`src/rtl/wt_pkg.sv`:
```
package wt_pkg;
    localparam int NV       = 4;
    localparam int VSEL_W   = $clog2(NV);
    localparam int VPM      = NV / 2;
    localparam int PH_W     = 32;
    localparam int IDX_LSB  = 15;
    localparam int IDX_W    = 9;
    localparam int SMP_W    = 8;
    localparam int TBL_AW   = IDX_W + 1;
    localparam int ACC_W    = SMP_W + VSEL_W;
    localparam int STEP_W   = $clog2(VPM + 1);
    localparam int ADDR_W   = 6;
    localparam int REG_BASE = 16;
    localparam int REG_END  = REG_BASE + NV * 8;

    typedef logic [PH_W-1:0]  phase_t;
    typedef logic [IDX_W-1:0] idx_t;
    typedef logic [SMP_W-1:0] smp_t;

    typedef struct packed {
        logic [NV-1:0][PH_W-1:0]  phase;
        logic [NV-1:0][PH_W-1:0]  step;
        logic [NV-1:0][IDX_W-1:0] idx;
    } rf_state_t;

    typedef struct packed {
        logic              busy;
        logic [STEP_W-1:0] slot;
        logic [ACC_W-1:0]  acc;
        logic [SMP_W-1:0]  smp;
        logic              vld;
    } mix_state_t;
endpackage

```
`src/rtl/wt_regfile.sv`:
```
module wt_regfile
    import wt_pkg::*;
(
    input  logic                         clk,
    input  logic                         rst_n,
    input  logic                         advance,
    input  logic                         we,
    input  logic [ADDR_W-1:0]            addr,
    input  logic [PH_W-1:0]              wdata,
    output logic [PH_W-1:0]              rdata,
    output logic [NV-1:0][IDX_W-1:0]     idx_o
);
    localparam logic [ADDR_W-1:0] BASE_A = ADDR_W'(REG_BASE);
    localparam logic [ADDR_W-1:0] END_A  = ADDR_W'(REG_END);

    rf_state_t rf_d, rf_q;
    logic [NV-1:0][PH_W-1:0] adv;
    logic [ADDR_W-1:0]       off;
    logic [VSEL_W-1:0]       sel_v;
    logic                    sel_step;
    logic                    hit;

    always_comb begin
        off      = addr - BASE_A;
        sel_v    = off[VSEL_W+2:3];
        sel_step = off[2];
        hit      = (addr >= BASE_A) && (addr < END_A);
        rf_d     = rf_q;
        for (int v = 0; v < NV; v++) begin
            adv[v] = rf_q.phase[v] + rf_q.step[v];
            if (advance) begin
                rf_d.phase[v] = adv[v];
                rf_d.idx[v]   = adv[v][IDX_LSB +: IDX_W];
            end
        end
        if (hit && we) begin
            if (sel_step) rf_d.step[sel_v]  = wdata;
            else          rf_d.phase[sel_v] = wdata;
        end
        rdata = '0;
        if (hit) rdata = sel_step ? rf_q.step[sel_v] : rf_q.phase[sel_v];
    end

    always_ff @(posedge clk) begin
        if (!rst_n) rf_q <= '0;
        else        rf_q <= rf_d;
    end

    assign idx_o = rf_q.idx;
endmodule

```
`src/rtl/wt_mix_seq.sv`:
```
module wt_mix_seq
    import wt_pkg::*;
(
    input  logic                     clk,
    input  logic                     rst_n,
    input  logic                     start,
    input  logic [NV-1:0][IDX_W-1:0] idx_i,
    output logic                     busy,
    output logic                     a_rd,
    output logic [TBL_AW-1:0]        a_addr,
    input  logic [SMP_W-1:0]         a_data,
    output logic                     b_rd,
    output logic [TBL_AW-1:0]        b_addr,
    input  logic [SMP_W-1:0]         b_data,
    output logic [SMP_W-1:0]         smp_o,
    output logic                     vld_o
);
    localparam logic [STEP_W-1:0] LAST = STEP_W'(VPM);
    localparam logic [SMP_W-1:0]  MID  = SMP_W'(1) << (SMP_W - 1);

    mix_state_t m_d, m_q;
    logic [VSEL_W-1:0] va, vb;
    logic [ACC_W-1:0]  sum;

    always_comb begin
        m_d     = m_q;
        m_d.vld = 1'b0;
        a_rd    = 1'b0;
        b_rd    = 1'b0;
        a_addr  = '0;
        b_addr  = '0;
        va      = VSEL_W'(m_q.slot);
        vb      = VSEL_W'(VPM) + va;
        sum     = m_q.acc;
        if (!m_q.busy) begin
            if (start) begin
                m_d.busy = 1'b1;
                m_d.slot = '0;
                m_d.acc  = '0;
            end
        end else begin
            if (m_q.slot < LAST) begin
                a_rd   = 1'b1;
                b_rd   = 1'b1;
                a_addr = {1'b0, idx_i[va]};
                b_addr = {1'b1, idx_i[vb]};
            end
            if (m_q.slot != '0)
                sum = m_q.acc + ACC_W'(a_data) + ACC_W'(b_data);
            m_d.acc = sum;
            if (m_q.slot == LAST) begin
                m_d.smp  = sum[ACC_W-1 -: SMP_W];
                m_d.vld  = 1'b1;
                m_d.busy = 1'b0;
            end else begin
                m_d.slot = m_q.slot + 1'b1;
            end
        end
    end

    always_ff @(posedge clk) begin
        if (!rst_n) begin
            m_q     <= '0;
            m_q.smp <= MID;
        end else begin
            m_q <= m_d;
        end
    end

    assign busy  = m_q.busy;
    assign smp_o = m_q.smp;
    assign vld_o = m_q.vld;
endmodule

```
`src/rtl/wt_mixer4.sv`:
```
module wt_mixer4
    import wt_pkg::*;
(
    input  logic              clk,
    input  logic              rst_n,
    input  logic [7:0]        op_mode,
    input  logic              sample_stb,
    input  logic              reg_we,
    input  logic [ADDR_W-1:0] reg_addr,
    input  logic [PH_W-1:0]   reg_wdata,
    output logic [PH_W-1:0]   reg_rdata,
    output logic              tbl_a_rd,
    output logic [TBL_AW-1:0] tbl_a_addr,
    input  logic [SMP_W-1:0]  tbl_a_data,
    output logic              tbl_b_rd,
    output logic [TBL_AW-1:0] tbl_b_addr,
    input  logic [SMP_W-1:0]  tbl_b_data,
    output logic [SMP_W-1:0]  out_l,
    output logic [SMP_W-1:0]  out_r,
    output logic              out_valid
);
    logic                     busy;
    logic                     go;
    logic [NV-1:0][IDX_W-1:0] idx;
    logic [SMP_W-1:0]         smp;

    assign go = sample_stb && (op_mode[1:0] == 2'b10) && !busy;

    wt_regfile u_rf (
        .clk     (clk),
        .rst_n   (rst_n),
        .advance (go),
        .we      (reg_we),
        .addr    (reg_addr),
        .wdata   (reg_wdata),
        .rdata   (reg_rdata),
        .idx_o   (idx)
    );

    wt_mix_seq u_seq (
        .clk    (clk),
        .rst_n  (rst_n),
        .start  (go),
        .idx_i  (idx),
        .busy   (busy),
        .a_rd   (tbl_a_rd),
        .a_addr (tbl_a_addr),
        .a_data (tbl_a_data),
        .b_rd   (tbl_b_rd),
        .b_addr (tbl_b_addr),
        .b_data (tbl_b_data),
        .smp_o  (smp),
        .vld_o  (out_valid)
    );

    assign out_l = smp;
    assign out_r = smp;
endmodule

```
`config.mk`:
```
export PLATFORM = sky130hd
export DESIGN_NAME = wt_mixer4
export DESIGN_NICKNAME = d
export VERILOG_FILES = /design/src/rtl/wt_pkg.sv /design/src/rtl/wt_regfile.sv /design/src/rtl/wt_mix_seq.sv /design/src/rtl/wt_mixer4.sv
export SDC_FILE = /design/constraint.sdc
export NUM_CORES = 1
export LEC_CHECK = 0
export BUFFER_PORTS_ARGS = -buffer_cell sky130_fd_sc_hd__buf_4
export CAP_MARGIN = 25
export CORE_ASPECT_RATIO = 0.75
export CORE_MARGIN = 2
export CORE_UTILIZATION = 40
export DETAILED_ROUTE_END_ITERATION = 10
export PLACE_DENSITY_LB_ADDON = 0.15
export SKIP_LAST_GASP = 1
export SLEW_MARGIN = 20
export SYNTH_ARGS = -nofsm -noshare
export SYNTH_HDL_FRONTEND = slang
export SYNTH_SLANG_ARGS = --single-unit
```
`constraint.sdc`:
```
create_clock -name clk -period 3.8 [get_ports clk]
set_clock_uncertainty 0.1 [all_clocks]
set_input_delay 0.76 -clock clk [delete_from_list [all_inputs] [get_ports clk]]
set_output_delay 0.76 -clock clk [all_outputs]
set_load 0.05 [all_outputs]
```
==> results.cfg, run 1 <==
[run_status]
status = finished clean

[pwr]
leakage_nw = 9.72
combPwrFrac_pct = 12.4
ir_drop_mv = 0.219
p_seq_share_pct = 41.5
total_power_mw = 8.25
switchingPower_mw = 2.25
power_frac_clock_pct = 46.1
intPower_mw = 6.01
p_per_area_nw_per_um2 = 339
p_sw_share_pct = 27.2

[sta]
timing.final.ws_setup_ns = 0.281
slew_headroom_pct = 34.8
max_slew.worst_pin.slew_ns = 0.975
fin_setup_tns_ns = 0
hold_violations = 0
finalSetupViolations = 0
finalCritPeriodShare_pct = 92.6
rsz0062_at_grt = no
max_freq_mhz = 284
fin_crit_ns = 3.52
slew_violations = 0

[setup_path]
r2r-end = u_rf.rf_q[190]
path_max_fanout = 36
critPathRequiredTime_ns = 2.94
r2r_slack_ns = 0.29
critPathLaunchType = input pin
critical_path_class = in -> out
r2r_cells = 12
worstPathArrival_ns = 2.66
cp-end-kind = primary output

[global_route]
grt_pass1_vias = 19400
grt_max_degree = 130
antenna_found_initial = 0
grt_util_all_layers_pct = 28.8
grt_pass1_wl_um = 122000
gr-total-overflow = 0

[layout]
n_antenna_cell = 0
final_nets = 3097
drive_above_1_share_pct = 10.9
fin_cells = 3621
fillers = 5260
area_growth_pct = 13.9
final_area_um2 = 24300

[clocking]
clock_path_buffers = 3
htree_levels = 2
hold_buffers = 0
clk_latency_ns = 0.56
cts_made_buffers = 37
ctsRootBufferMaster = clkbuf_16
cts.sinks = 314
post_cts_buffers = 0
cts.repair.resized = 0
clk_pin_slew_worst_paths_ns = 0.06
cts_tree = built

[yosys]
syn_avg_cell_area_um2 = 7.44
synth_seq_cells = 314
async_reset_ff_share_pct = 0
synth_area_leaders = dfxtp_1 (29%), a21oi_1 (12%), nand2_1 (9.0%)
yosysUniqueCellTypes = 74
yosysSeqAreaShare_pct = 29.4
netlist_area_um2 = 21400
syn_nets = 3088
yosysTopAreaCellShare_pct = 29.4
syn_inst = 2875
synth_edf_count = 0
yosys_warnings = 0
synth_ff_type = dfxtp_1
synth_top_area_cell = dfxtp_1

[placement]
place_inst = 3556
place_area_um2 = 23100
place_ws_ns = 0.00421
gp_congestion = 0.957
dp_hpwl_um = 61400
port-buffer-count = 127

[floorplan]
core-area_um2 = 52900
rows = 73
die_h_um = 204
dieArea_um2 = 55300
io_pins = 137
start_util_pct = 40.4
die_x_um = 271

[worst_hold_path]
hold_start = u_rf.idx_o[13]
hp-class = reg -> reg
min_path_cells = 2
whs_endpoint = u_rf.idx_o[13]

[drt]
via_per_inst = 5.96
wire_per_inst_um = 22.7
postRouteAntennaNets = 0
postRouteWirelength_um = 82300
vias = 21600
drt_pass1_iterations = 6
drtIter0Drc = 2476
drc = 0

[run]
cap_violations = 0
==> synth_stat cells (6+ instances only) <==
cell,instances
o211ai_1,55
mux2i_1,99
nor2_1,170
or3_1,8
a211oi_1,10
a21o_1,67
and2_1,16
inv_1,44
nand4_1,23
xor2_1,36
a31oi_1,24
ha_1,134
a41oi_1,7
o21ai_0,171
clkbuf_1,175
nand2b_1,25
o21ai_1,9
buf_2,7
nor2b_1,16
buf_4,19
a21oi_1,503
o221ai_1,9
o21a_1,25
a222oi_1,6
buf_1,11
o21bai_1,28
and3_1,15
dfxtp_1,314
nor3_1,19
mux2_2,22
fa_1,13
or2_2,6
o22ai_1,57
a22oi_1,8
xnor2_1,85
nand3_1,51
nand2_1,513
==> power groups by stage <==
stage	Sequential [mW]	Combinational [mW]	Clock, mW
2_1_floorplan	3.46	0.655	0
3_3_place_gp	3.49	0.981	0
3_5_place_dp	3.50	0.991	0
4_1_cts	3.42	0.996	3.86
5_1_grt	3.43	1.10	3.98
6_report	3.43	1.02	3.81
==> kinds of logic (layout without fill, tap and decap cells) <==
logic type               after synthesis  after routing  share of synthesized area [%]
XOR/XNOR                             121            121                           4.96
AO/OA/AOI/OAI                       1035           1035                           28.5
multiplexers                         121            121                           5.79
buffers and inverters                259            293                           4.94
AND/OR/NAND/NOR                      877            877                           17.3
flip-flops                           314            314                           29.4
adder cells (fa/ha/maj)              147            147                           9.06
other                                  1              1                         0.0175
==> worst max-delay path: stages <==
cell and delay (ns):
buf_6 0.26, buf_12 0.30, mux2i_1 0.39, nor2_1 0.07
a21oi_1 0.12, o22ai_1 0.11, a21oi_1 0.18, o22ai_1 0.16
buf_4 0.24
==> routing by layer <==
layer  part of all wire [%]  vias up  GRT usage (%)
met5                      0        -              0
met4                    1.6        0           5.92
met3                    8.7       79           4.26
met2                     40      852           40.0
met1                     50    10400           45.9
li1                       -    10200              -
==> worst max path at each step <==
stage,startpoint,to,slack [ns],cells past startpoint
global route,u_rf.rf_q[164],u_rf.rf_q[190],0.04,12
CTS,flip-flop,u_rf.rf_q[190],0.30,12
floorplan,reg_addr[4],reg_rdata[11],0.02,7
finish,reg_addr[4],reg_rdata[13],0.28,9
global placement,tbl_a_data[1],u_seq.m_q[18],-0.01,15
detailed placement,tbl_a_data[1],u_seq.smp_o[7],0.004,14
==> placed cells by master (no fill, tap or decap), types with 7 or more instances in the layout <==
cell type / synthesis / final
nand2_1: 513 / 513
a21oi_1: 503 / 503
dfxtp_1: 314 / 314
buf_4: 19 / 173
o21ai_0: 171 / 171
nor2_1: 170 / 167
ha_1: 134 / 134
mux2i_1: 99 / 99
xnor2_1: 85 / 85
a21o_1: 67 / 67
o211ai_1: 55 / 55
nand3_1: 51 / 51
inv_1: 44 / 43
o22ai_1: 57 / 39
clkbuf_16: 0 / 37
xor2_1: 36 / 36
o21bai_1: 28 / 28
o21a_1: 25 / 25
a31oi_1: 24 / 24
nand2b_1: 25 / 23
nand4_1: 23 / 23
mux2_2: 22 / 22
o22ai_2: 0 / 18
nor2b_1: 16 / 16
and2_1: 16 / 16
and3_1: 15 / 15
nor3_1: 19 / 14
fa_1: 13 / 13
clkbuf_8: 0 / 13
a211oi_1: 10 / 10
buf_12: 0 / 10
o21ai_1: 9 / 9
o221ai_1: 9 / 9
a22oi_1: 8 / 8
or3_1: 8 / 7
a41oi_1: 7 / 7
==> metrics by stage <==
stage / utilization (%) / hold WS, ns
floorplan: - / 0.336
global placement: 43.6 / 0.342
detailed placement: 43.6 / 0.347
CTS: 46.0 / 0.355
global route: 46.0 / 0.375
finish: 46.0 / 0.355
==> area by class of cell <==
class	instances	area (um^2)	share of cell area [%]
Timing Repair Buffer	185	1530	6.26
Inverter	44	173	0.709
Clock buffer	54	1120	4.60
Clock inverter	10	158	0.647
Tap cell	712	891	3.66
Multi-Input combinational cell	2302	14200	58.3
Sequential cell	314	6290	25.8
No activity file was read; power rests on OpenSTA's default activity.
==> run 2: changes to the inputs <==
--- a/config.mk
+++ b/config.mk
@@ -9,2 +9,4 @@
 export CAP_MARGIN = 25
+export CELL_PAD_IN_SITES_DETAIL_PLACEMENT = 0
+export CELL_PAD_IN_SITES_GLOBAL_PLACEMENT = 1
 export CORE_ASPECT_RATIO = 0.75
==> constraint.sdc (replaced) <==
create_clock -name clk -period 3.8 [get_ports clk]
set_clock_uncertainty 0.1 [all_clocks]
set_input_delay 0.57 -clock clk [delete_from_list [all_inputs] [get_ports clk]]
set_output_delay 0.57 -clock clk [all_outputs]
set_load 0.05 [all_outputs]
==> run 2 against run 1 <==
Routed wire length up 1.9%. Count of clock-buffer cells in the layout down 1. Final cell count down 0.22%. Largest power group unchanged. Critical endpoint is now u_rf.rf_q[224]. First-iteration DRC count up 3.2%. Global-route usage up 0.69 points. Total power up 3.2%. Hold slack worse by 0.12 ns. Highest routed layer unchanged. Non-clock buffer count down 13.
==> results.cfg, run 2 (same netlist as run 1, synthesis figures left out) <==
[run_status]
status = finished clean

[sta]
slew_headroom_pct = 28.0
fin_setup_tns_ns = 0
rsz0062_at_grt = no
finalCritPeriodShare_pct = 91.8
fin_crit_ns = 3.49
finalSetupViolations = 0
hold_violations = 0
max_slew.worst_pin.slew_ns = 1.08
max_freq_mhz = 287
timing.hold.ws_ns = 0.231
slew_violations = 0
timing.final.ws_setup_ns = 0.311

[layout]
final_common_cell = nand2_1
n_antenna_cell = 0
drive_above_1_share_pct = 10.1
final_area_um2 = 24200
layout.cells.most_common_list = nand2_1 (513), a21oi_1 (502), dfxtp_1 (314), o21ai_0 (171), nor2_1 (166)
fin_cells = 3613
area_growth_pct = 13.3
fin_util_pct = 45.8
final_nets = 3085

[placement]
gp_congestion = 0.976
place_inst = 3544
dp_hpwl_um = 61600
place_area_um2 = 22800
port-buffer-count = 127
place_ws_ns = 0.253

[floorplan]
start_util_pct = 40.4
die_h_um = 204
io_pins = 137
rows = 73
core-area_um2 = 52900
dieArea_um2 = 55300
die_x_um = 271

[clocking]
ctsRootBufferMaster = clkbuf_16
post_cts_buffers = 0
cts.repair.resized = 0
hold_buffers = 0
cts_made_buffers = 38
clk_pin_slew_worst_paths_ns = 0.06
clk_latency_ns = 0.57
cts_tree = built
htree_levels = 2
cts.sinks = 314
clock_path_buffers = 3

[drt]
drc = 0
via_per_inst = 5.96
postRouteWirelength_um = 83900
drt_pass1_iterations = 6
wire_per_inst_um = 23.2
vias = 21500
postRouteAntennaNets = 0
drtIter0Drc = 2555

[setup_path]
critical_path_class = reg -> reg
crit_family = compound AO/OA/AOI/OAI gates
path_max_fanout = 3
worst-path-stages = 12
r2r_cells = 12
worstPathArrival_ns = 3.81
r2r_slack_ns = 0.31
critPathRequiredTime_ns = 4.12
critPathLaunchType = flip-flop
path_cells = ha_1, fa_1, a21o_1, a21oi_1, o21ai_1, a31oi_1, o21ai_1, a221o_1, a22oi_2, o311a_1, xor2_1, a21oi_1
cp-end-kind = flip-flop
r2r-end = u_rf.rf_q[224]
crit_end = u_rf.rf_q[224]
max_stage_delay_ns = 0.45
crit_buf_inv = 0
slowest_stage = fa_1

[global_route]
grt_max_degree = 102
grt_pass1_vias = 19600
grt_util_all_layers_pct = 29.5
grt.busiest_layer = met1
met2_usage_pct = 40.4
grtUsageMet3_pct = 5.38
grt_pass1_wl_um = 125000
met1_usage_pct = 47.0
gr-total-overflow = 0
antenna_found_initial = 0

[pwr]
total_power_mw = 8.52
leakage_nw = 9.67
p_per_area_nw_per_um2 = 352
ir_drop_mv = 0.302

[worst_hold_path]
hp-class = in -> reg

[run]
cap_violations = 0
[run 2: changes by cell type in the layout (fill, tap and decap cells not counted), moves of 3 or more]
cell       previous run  this run
o22ai_1              39        57
clkinv_2              4         7
o22ai_2              18         0
buf_4               173       163
clkbuf_16            37        41
clkbuf_8             13         7
[run 2: worst min-delay path by stage]
stage	slack, ns	to	cells past startpoint	start
6_report	0.23	flip-flop	3	reg_wdata[2]
2_1_floorplan	0.34	u_rf.idx_o[0]	2	u_rf.idx_o[0]
5_1_grt	0.23	flip-flop	3	reg_wdata[3]
4_1_cts	0.20	flip-flop	3	reg_wdata[6]
3_5_place_dp	0.35	u_rf.idx_o[30]	2	u_rf.idx_o[30]
3_3_place_gp	0.34	u_rf.idx_o[28]	2	u_rf.idx_o[28]
[run 2: worst register-to-register path: stages (launching register included)]
cell and delay, ns:
dfxtp_1 0.33, ha_1 0.23, fa_1 0.45, a21o_1 0.21
a21oi_1 0.28, o21ai_1 0.17, a31oi_1 0.32, o21ai_1 0.18
a221o_1 0.36, a22oi_2 0.21, o311a_1 0.27, xor2_1 0.17
a21oi_1 0.08
[run 2: routing by layer]
layer  up-vias  wire length, um
met5         -                0
met4         0             1260
met3        72             8400
met2       872            32800
met1     10400            41400
li1      10200                -
[run 2: report_power, final]
group          leakage [nW]  internal [mW]  switching [mW]
combinational          6.46          0.331           0.667
sequential             2.54           3.35          0.0742
clock                 0.678           2.51            1.59
total                  9.67           6.19            2.33
[run 2: layout make-up]
type | instances | area, um^2
clock inverters | 16 | 239
repair buffers | 172 | 1400
flip-flops and latches | 314 | 6290
clock buffers | 53 | 1140
inverters | 44 | 173
fillers | 5359 | 28700
well taps | 712 | 891
multi-input cells | 2302 | 14100
